--- config.mk ---
export PLATFORM = sky130hd
export DESIGN_NAME = smb_blkread_slave
export DESIGN_NICKNAME = d
export VERILOG_FILES = /design/src/rtl/smb_blkread_pkg.sv /design/src/rtl/smb_line_filter.sv /design/src/rtl/smb_cond_detect.sv /design/src/rtl/smb_blk_fsm.sv /design/src/rtl/smb_blkread_slave.sv
export SDC_FILE = /design/constraint.sdc
export NUM_CORES = 1
export LEC_CHECK = 0
export BUFFER_PORTS_ARGS = -buffer_cell sky130_fd_sc_hd__buf_2
export CAP_MARGIN = 20
export CORE_ASPECT_RATIO = 1.25
export CORE_MARGIN = 3
export CORE_UTILIZATION = 30
export CTS_CLUSTER_DIAMETER = 60
export DETAILED_ROUTE_END_ITERATION = 8
export PLACE_DENSITY = 0.45
export SLEW_MARGIN = 5
export SYNTH_ARGS = -nofsm -noshare
export SYNTH_HDL_FRONTEND = slang
export SYNTH_SLANG_ARGS = --single-unit
export TNS_END_PERCENT = 20
--- constraint.sdc ---
create_clock -name clk -period 2.45 [get_ports clk]
set_input_delay 0.3675 -clock clk [delete_from_list [all_inputs] [get_ports clk]]
set_output_delay 0.3675 -clock clk [all_outputs]
set_load 0.1 [all_outputs]
--- src/rtl/smb_blkread_pkg.sv ---
package smb_blkread_pkg;

    localparam int unsigned BITS_PER_BYTE = 8;
    localparam int unsigned BIT_CNT_W     = $clog2(BITS_PER_BYTE + 1);

    typedef enum logic [3:0] {
        ST_IDLE,
        ST_ADR1,
        ST_ACK1,
        ST_REG,
        ST_ACK2,
        ST_WAIT,
        ST_ADR2,
        ST_ACK3,
        ST_TX,
        ST_MACK,
        ST_IGN
    } smb_state_e;

    typedef struct packed {
        logic start;
        logic stop;
        logic rise;
        logic fall;
    } bus_ev_t;

    function automatic logic addr_hit(input logic [7:0] rx_byte,
                                      input logic [6:0] own,
                                      input logic       rd);
        return (rx_byte[7:1] == own) && (rx_byte[0] == rd);
    endfunction

endpackage

--- src/rtl/smb_line_filter.sv ---
module smb_line_filter #(
    parameter int SYNC_STAGES = 2,
    parameter int GLITCH_LEN  = 4
) (
    input  logic clk,
    input  logic rst,
    input  logic din,
    output logic dout
);
    localparam int CW = $clog2(GLITCH_LEN + 1);

    logic [SYNC_STAGES-1:0] sync_q;
    logic [CW-1:0]          stab_q;
    logic                   synced;

    assign synced = sync_q[SYNC_STAGES-1];

    always_ff @(posedge clk) begin
        if (rst) begin
            sync_q <= '1;
        end else begin
            sync_q <= {sync_q[SYNC_STAGES-2:0], din};
        end
    end

    always_ff @(posedge clk) begin
        if (rst) begin
            dout   <= 1'b1;
            stab_q <= '0;
        end else if (synced == dout) begin
            stab_q <= '0;
        end else if (stab_q == CW'(GLITCH_LEN - 1)) begin
            dout   <= synced;
            stab_q <= '0;
        end else begin
            stab_q <= stab_q + 1'b1;
        end
    end


    filt_settle_chk: assert property (@(posedge clk) disable iff (rst)
        (dout != $past(dout)) |-> (synced == dout));

endmodule

--- src/rtl/smb_cond_detect.sv ---
module smb_cond_detect
    import smb_blkread_pkg::*;
(
    input  logic    clk,
    input  logic    rst,
    input  logic    scl_f,
    input  logic    sda_f,
    output bus_ev_t ev
);
    logic scl_p;
    logic sda_p;

    always_ff @(posedge clk) begin
        if (rst) begin
            scl_p <= 1'b1;
            sda_p <= 1'b1;
        end else begin
            scl_p <= scl_f;
            sda_p <= sda_f;
        end
    end

    always_comb begin
        ev.start = scl_p & scl_f & sda_p & ~sda_f;
        ev.stop  = scl_p & scl_f & ~sda_p & sda_f;
        ev.rise  = ~scl_p & scl_f;
        ev.fall  = scl_p & ~scl_f;
    end

endmodule

--- src/rtl/smb_blk_fsm.sv ---
module smb_blk_fsm
    import smb_blkread_pkg::*;
#(
    parameter logic [6:0] OWN_ADDR = 7'h2A
) (
    input  logic       clk,
    input  logic       rst,
    input  logic       enable,
    input  logic       busy,
    input  bus_ev_t    ev,
    input  logic       scl_f,
    input  logic       sda_f,
    input  logic [7:0] blk_len,
    input  logic [7:0] rf_data,
    output logic [7:0] rf_addr,
    output logic [7:0] reg_sel,
    output logic       sda_oe
);
    smb_state_e           st;
    logic [BIT_CNT_W-1:0] bit_cnt;
    logic [7:0]           sh;
    logic [7:0]           ptr;
    logic [7:0]           left;
    logic                 m_ack;

    assign rf_addr = ptr;

    always_ff @(posedge clk) begin
        if (rst) begin
            st      <= ST_IDLE;
            sda_oe  <= 1'b0;
            bit_cnt <= '0;
            sh      <= '0;
            reg_sel <= '0;
            ptr     <= '0;
            left    <= '0;
            m_ack   <= 1'b0;
        end else if (!enable || busy) begin
            st      <= ST_IDLE;
            sda_oe  <= 1'b0;
            bit_cnt <= '0;
        end else if (ev.stop) begin
            st      <= ST_IDLE;
            sda_oe  <= 1'b0;
            bit_cnt <= '0;
        end else if (ev.start) begin
            st      <= (st == ST_WAIT) ? ST_ADR2 : ST_ADR1;
            sda_oe  <= 1'b0;
            bit_cnt <= '0;
        end else begin
            case (st)
                ST_ADR1, ST_REG, ST_ADR2: begin
                    if (ev.rise) begin
                        sh      <= {sh[6:0], sda_f};
                        bit_cnt <= bit_cnt + 1'b1;
                    end else if (ev.fall && bit_cnt == BIT_CNT_W'(BITS_PER_BYTE)) begin
                        bit_cnt <= '0;
                        if (st == ST_ADR1) begin
                            if (addr_hit(sh, OWN_ADDR, 1'b0)) begin
                                st     <= ST_ACK1;
                                sda_oe <= 1'b1;
                            end else begin
                                st <= ST_IGN;
                            end
                        end else if (st == ST_REG) begin
                            reg_sel <= sh;
                            st      <= ST_ACK2;
                            sda_oe  <= 1'b1;
                        end else begin
                            if (addr_hit(sh, OWN_ADDR, 1'b1)) begin
                                st     <= ST_ACK3;
                                sda_oe <= 1'b1;
                            end else begin
                                st <= ST_IGN;
                            end
                        end
                    end
                end
                ST_ACK1: if (ev.fall) begin
                    sda_oe <= 1'b0;
                    st     <= ST_REG;
                end
                ST_ACK2: if (ev.fall) begin
                    sda_oe <= 1'b0;
                    st     <= ST_WAIT;
                end
                ST_ACK3: if (ev.fall) begin
                    sh      <= blk_len;
                    sda_oe  <= ~blk_len[7];
                    left    <= blk_len;
                    ptr     <= reg_sel;
                    bit_cnt <= '0;
                    st      <= ST_TX;
                end
                ST_TX: if (ev.fall) begin
                    if (bit_cnt == BIT_CNT_W'(BITS_PER_BYTE - 1)) begin
                        sda_oe  <= 1'b0;
                        bit_cnt <= '0;
                        st      <= ST_MACK;
                    end else begin
                        sda_oe  <= ~sh[6];
                        sh      <= {sh[6:0], 1'b0};
                        bit_cnt <= bit_cnt + 1'b1;
                    end
                end
                ST_MACK: begin
                    if (ev.rise) begin
                        m_ack <= ~sda_f;
                    end else if (ev.fall) begin
                        if (m_ack && left != 8'd0) begin
                            sh      <= rf_data;
                            sda_oe  <= ~rf_data[7];
                            ptr     <= ptr + 1'b1;
                            left    <= left - 1'b1;
                            bit_cnt <= '0;
                            st      <= ST_TX;
                        end else begin
                            st <= ST_IGN;
                        end
                    end
                end
                default: ;
            endcase
        end
    end


    enable_quiet_chk: assert property (@(posedge clk) disable iff (rst)
        !enable |=> !sda_oe);


    busy_quiet_chk: assert property (@(posedge clk) disable iff (rst)
        busy |=> !sda_oe);


    stop_idle_chk: assert property (@(posedge clk) disable iff (rst)
        ev.stop |=> (st == ST_IDLE) && !sda_oe);


    drive_low_clk_chk: assert property (@(posedge clk) disable iff (rst)
        $rose(sda_oe) |-> !scl_f);


    len_bound_chk: assert property (@(posedge clk) disable iff (rst)
        (st == ST_TX) && $past(st == ST_MACK) |-> $past(left) != 8'd0);


    bit_range_chk: assert property (@(posedge clk) disable iff (rst)
        bit_cnt <= BIT_CNT_W'(BITS_PER_BYTE));

endmodule

--- src/rtl/smb_blkread_slave.sv ---
module smb_blkread_slave
    import smb_blkread_pkg::*;
#(
    parameter logic [6:0] OWN_ADDR    = 7'h2A,
    parameter int         SYNC_STAGES = 2,
    parameter int         GLITCH_LEN  = 4
) (
    input  logic       clk,
    input  logic       rst,
    input  logic       enable,
    input  logic       busy,
    input  logic       scl_i,
    input  logic       sda_i,
    output logic       sda_oe,
    output logic [7:0] reg_sel,
    input  logic [7:0] blk_len,
    output logic [7:0] rf_addr,
    input  logic [7:0] rf_data
);
    localparam int N_LINES = 2;

    logic [N_LINES-1:0] raw;
    logic [N_LINES-1:0] filt;
    bus_ev_t            ev;

    assign raw = {scl_i, sda_i};

    for (genvar g = 0; g < N_LINES; g++) begin : g_line
        smb_line_filter #(
            .SYNC_STAGES(SYNC_STAGES),
            .GLITCH_LEN (GLITCH_LEN)
        ) u_filt (
            .clk (clk),
            .rst (rst),
            .din (raw[g]),
            .dout(filt[g])
        );
    end

    smb_cond_detect u_cond (
        .clk  (clk),
        .rst  (rst),
        .scl_f(filt[1]),
        .sda_f(filt[0]),
        .ev   (ev)
    );

    smb_blk_fsm #(
        .OWN_ADDR(OWN_ADDR)
    ) u_fsm (
        .clk    (clk),
        .rst    (rst),
        .enable (enable),
        .busy   (busy),
        .ev     (ev),
        .scl_f  (filt[1]),
        .sda_f  (filt[0]),
        .blk_len(blk_len),
        .rf_data(rf_data),
        .rf_addr(rf_addr),
        .reg_sel(reg_sel),
        .sda_oe (sda_oe)
    );

endmodule

==> impl_metrics.tcl <==
set metrics [dict create \
    status "completed" \
    yosysTopAreaCellShare 0.3237 \
    startpoint_type "flop" \
    syn_avg_cell_area_um2 8.207 \
    place_congestion 0.8224 \
    worstMarginPinSlew_ns 0.5740 \
    layout_min_cycle_time_ns 2.268 \
    path_clk_slew_ns 0.07 \
    gr-usage-met1 0.2305 \
    first_iter_violations 190 \
    cts_made_buffers 5 \
    insertedDiodeCount 0 \
    clk_latency_ns 0.30 \
    cts.path.max_buffers 2 \
    slew_violations 0 \
    drc_errors 0 \
    yosysTopAreaCell "dfxtp_1" \
    synthCells 422 \
    drive_gt1_frac 0.2052 \
    fin_crit_sh 0.9256 \
    rsz0062_at_grt "no" \
    ant_nets 0 \
    fmax_ghz 0.4410 \
    synth_cell_types 66 \
    via_per_inst 5.732 \
    crit_fanout 17 \
    die_area_um2 12880 \
    ys_top_cells_by_area "dfxtp_1 32%, mux2i_1 3.5%, a21oi_1 3.3%" \
    finalSetupViolations 0 \
    htreeDepth 2 \
    firstDrtPassIters 5 \
    gr-usage-all-layers 0.1798 \
    synth_edf_count 0 \
    maxCapViolations 0 \
    grt_overflow 0 \
    syn-num-nets 453 \
    ios 39 \
    core_area_um2 11190 \
    leakage_nw 1.424 \
    grt_pass1_vias 3435 \
    die_h_um 126.1 \
    power_mw 1.704 \
    end_kind "flop" \
    place_hpwl_mm 8.376 \
    path_class "flop to flop" \
    grt_use_met3 0.02327 \
    ys_seq_elements 56 \
    fin_worst_skew_ns 0.008163 \
    totalWireLength_mm 11.24 \
    die_w_um 102.1 \
    busiest_layer "met2" \
    hold_class "input port to flop" \
    async_reset_ff_frac 0 \
    dr_total_vias 3428 \
    portBuffers 38 \
    finalHoldViolations 0 \
    peakVddDrop_mv 0.3017 \
    slew_headroom 0.6121 \
    grt_pass1_wl_mm 18.23 \
    seq_area_frac_synth 0.3237 \
    grtUsageMet2 0.3027 \
    yosysWarnings 0 \
    cp.required_ns 2.65 \
    fin_tns_setup_ns 0 \
    antenna_found_initial 0 \
    crit_arrival_ns 2.46 \
    rows 43 \
    cts_tree "built" \
    wire_per_inst_um 18.79 \
    fillers 1206 \
    area_delta_synth_final_pct 16.18 \
    root_buffer "clkbuf_16" \
    syn-cell-area_um2 3463 \
    nets 493 \
    cts.sinks 56 \
    grt_max_degree 46 \
    start_util 0.3095 \
    power_density_nw_per_um2 423.4 \
    ys_dominant_reg_cell "dfxtp_1" \
    cts_hold_buf 0 \
]
[state kept, by name (all words and copies together), names as in the netlist]
| register | cells |
|---|---|
| u_fsm.m_ack | 1 |
| u_fsm.bit_cnt | 4 |
| u_cond.scl_p | 1 |
| u_fsm.st | 4 |
| u_cond.sda_p | 1 |
| u_fsm.sh | 8 |
| g_line.u_filt.dout | 2 |
| g_line.u_filt.sync_q | 4 |
| u_fsm.left | 8 |
| u_fsm.sda_oe | 1 |
| u_fsm.rf_addr | 8 |
| u_fsm.reg_sel | 8 |
| g_line.u_filt.stab_q | 6 |
[timing repair]
| action | in CTS | in global routing |
|---|---|---|
| resized for setup | 0 | 2 |
| endpoints found under the hold margin | 0 | 0 |
| setup buffers | 0 | 0 |
| endpoints found under the setup margin | 0 | 12 |
[per-layer routing]
| metal | vias to the layer above | part of all wire |
|---|---|---|
| met5 | - | 0 |
| met4 | 0 | 0.030 |
| met3 | 21 | 0.038 |
| met2 | 95 | 0.49 |
| met1 | 1631 | 0.44 |
| li1 | 1681 | - |
[kinds of logic (layout without fill, tap and decap cells)]
logic type	count (synthesis)	count (layout)	synth area share
XOR/XNOR	4	4	0.01012
buffers and inverters	50	91	0.06575
flip-flops	56	56	0.3237
adder cells (fa/ha/maj)	9	9	0.03252
AND/OR/NAND/NOR	151	151	0.2453
multiplexers	12	12	0.03468
AO/OA/AOI/OAI	140	140	0.2879
[metrics by stage]
stage                     utilization  std cells  hold slack (ns)  area, um^2  worst slack [ns]
after floorplan                     -        422           0.3895        3463            0.3290
after global placement         0.3464        590           0.4008        3876            0.1251
after detailed placement       0.3464        590           0.4035        3876            0.1301
after CTS                      0.3590        598           0.2460        4018           0.09530
after global routing           0.3596        598           0.2530        4024           0.04665
final                          0.3596        598           0.2543        4024            0.1823
[final cells by class]
class / instances / area [um^2] / area share
Multi-Input combinational cell: 316 / 2120 / 0.5267
Clock buffer: 7 / 132.6 / 0.03296
Sequential cell: 56 / 1122 / 0.2789
Inverter: 15 / 56.30 / 0.01399
Timing Repair Buffer: 68 / 415.4 / 0.1032
Tap cell: 135 / 168.9 / 0.04198
Clock inverter: 1 / 8.758 / 0.002177
[layout by cell type (no fill, tap or decap), drive strengths merged, types with 4 or more instances in the layout]
cell and n:
buf 68, dfxtp 56, nor2 28, nand2 26
a21oi 23, o21ai 22, nand3 16, o31ai 16
inv 15, a31oi 13, nor3 12, mux2i 12
a311oi 12, a22oi 10, or2 9, nand2b 9
ha 9, o211ai 8, and3 7, clkbuf 7
nand4 6, a211oi 6, o22ai 6, nor3b 5
nor2b 5, o311ai 4, nor4 4
[synth_stat cells, types with 11 or more instances]
cell type	n
a31oi_1	12
o21ai_0	19
nand2_1	26
dfxtp_1	56
mux2i_1	12
nor2_1	27
inv_1	15
nor3_1	12
nand3_1	16
buf_2	13
a311oi_1	11
o31ai_1	14
clkbuf_1	18
a21oi_1	23
[power breakdown]
part	leakage [nW]	total (mW)	switching (mW)	internal, mW
Clock	0.0681	0.725	0.341	0.383
Combinational	0.903	0.0639	0.0408	0.0231
Sequential	0.453	0.915	0.00169	0.913
[critical path, cell delays in order (launching register included)]
cell	delay, ns
dfxtp_1	0.69
nand3b_1	0.20
a211o_1	0.37
and3_1	0.29
and3_1	0.34
a311oi_1	0.28
[path summary, 6_finish.rpt]
kind | slack [ns] | depth (start not counted) | to | from
setup / recovery | 0.18 | 5 | u_fsm.sh[7]$_SDFFE_PP0P_ | u_fsm.st[2]$_SDFFE_PP0P_
hold / removal | 0.25 | 2 | g_line[1].u_filt.sync_q[0]$_SDFF_PP1_ | scl_i
setup reg to reg | 0.18 | 5 | u_fsm.sh[7]$_SDFFE_PP0P_ | u_fsm.st[2]$_SDFFE_PP0P_
hold reg to reg | 0.42 | 1 | g_line[0].u_filt.sync_q[1]$_SDFF_PP1_ | g_line[0].u_filt.sync_q[0]$_SDFF_PP1_
Power figures use the tool's default switching activity.
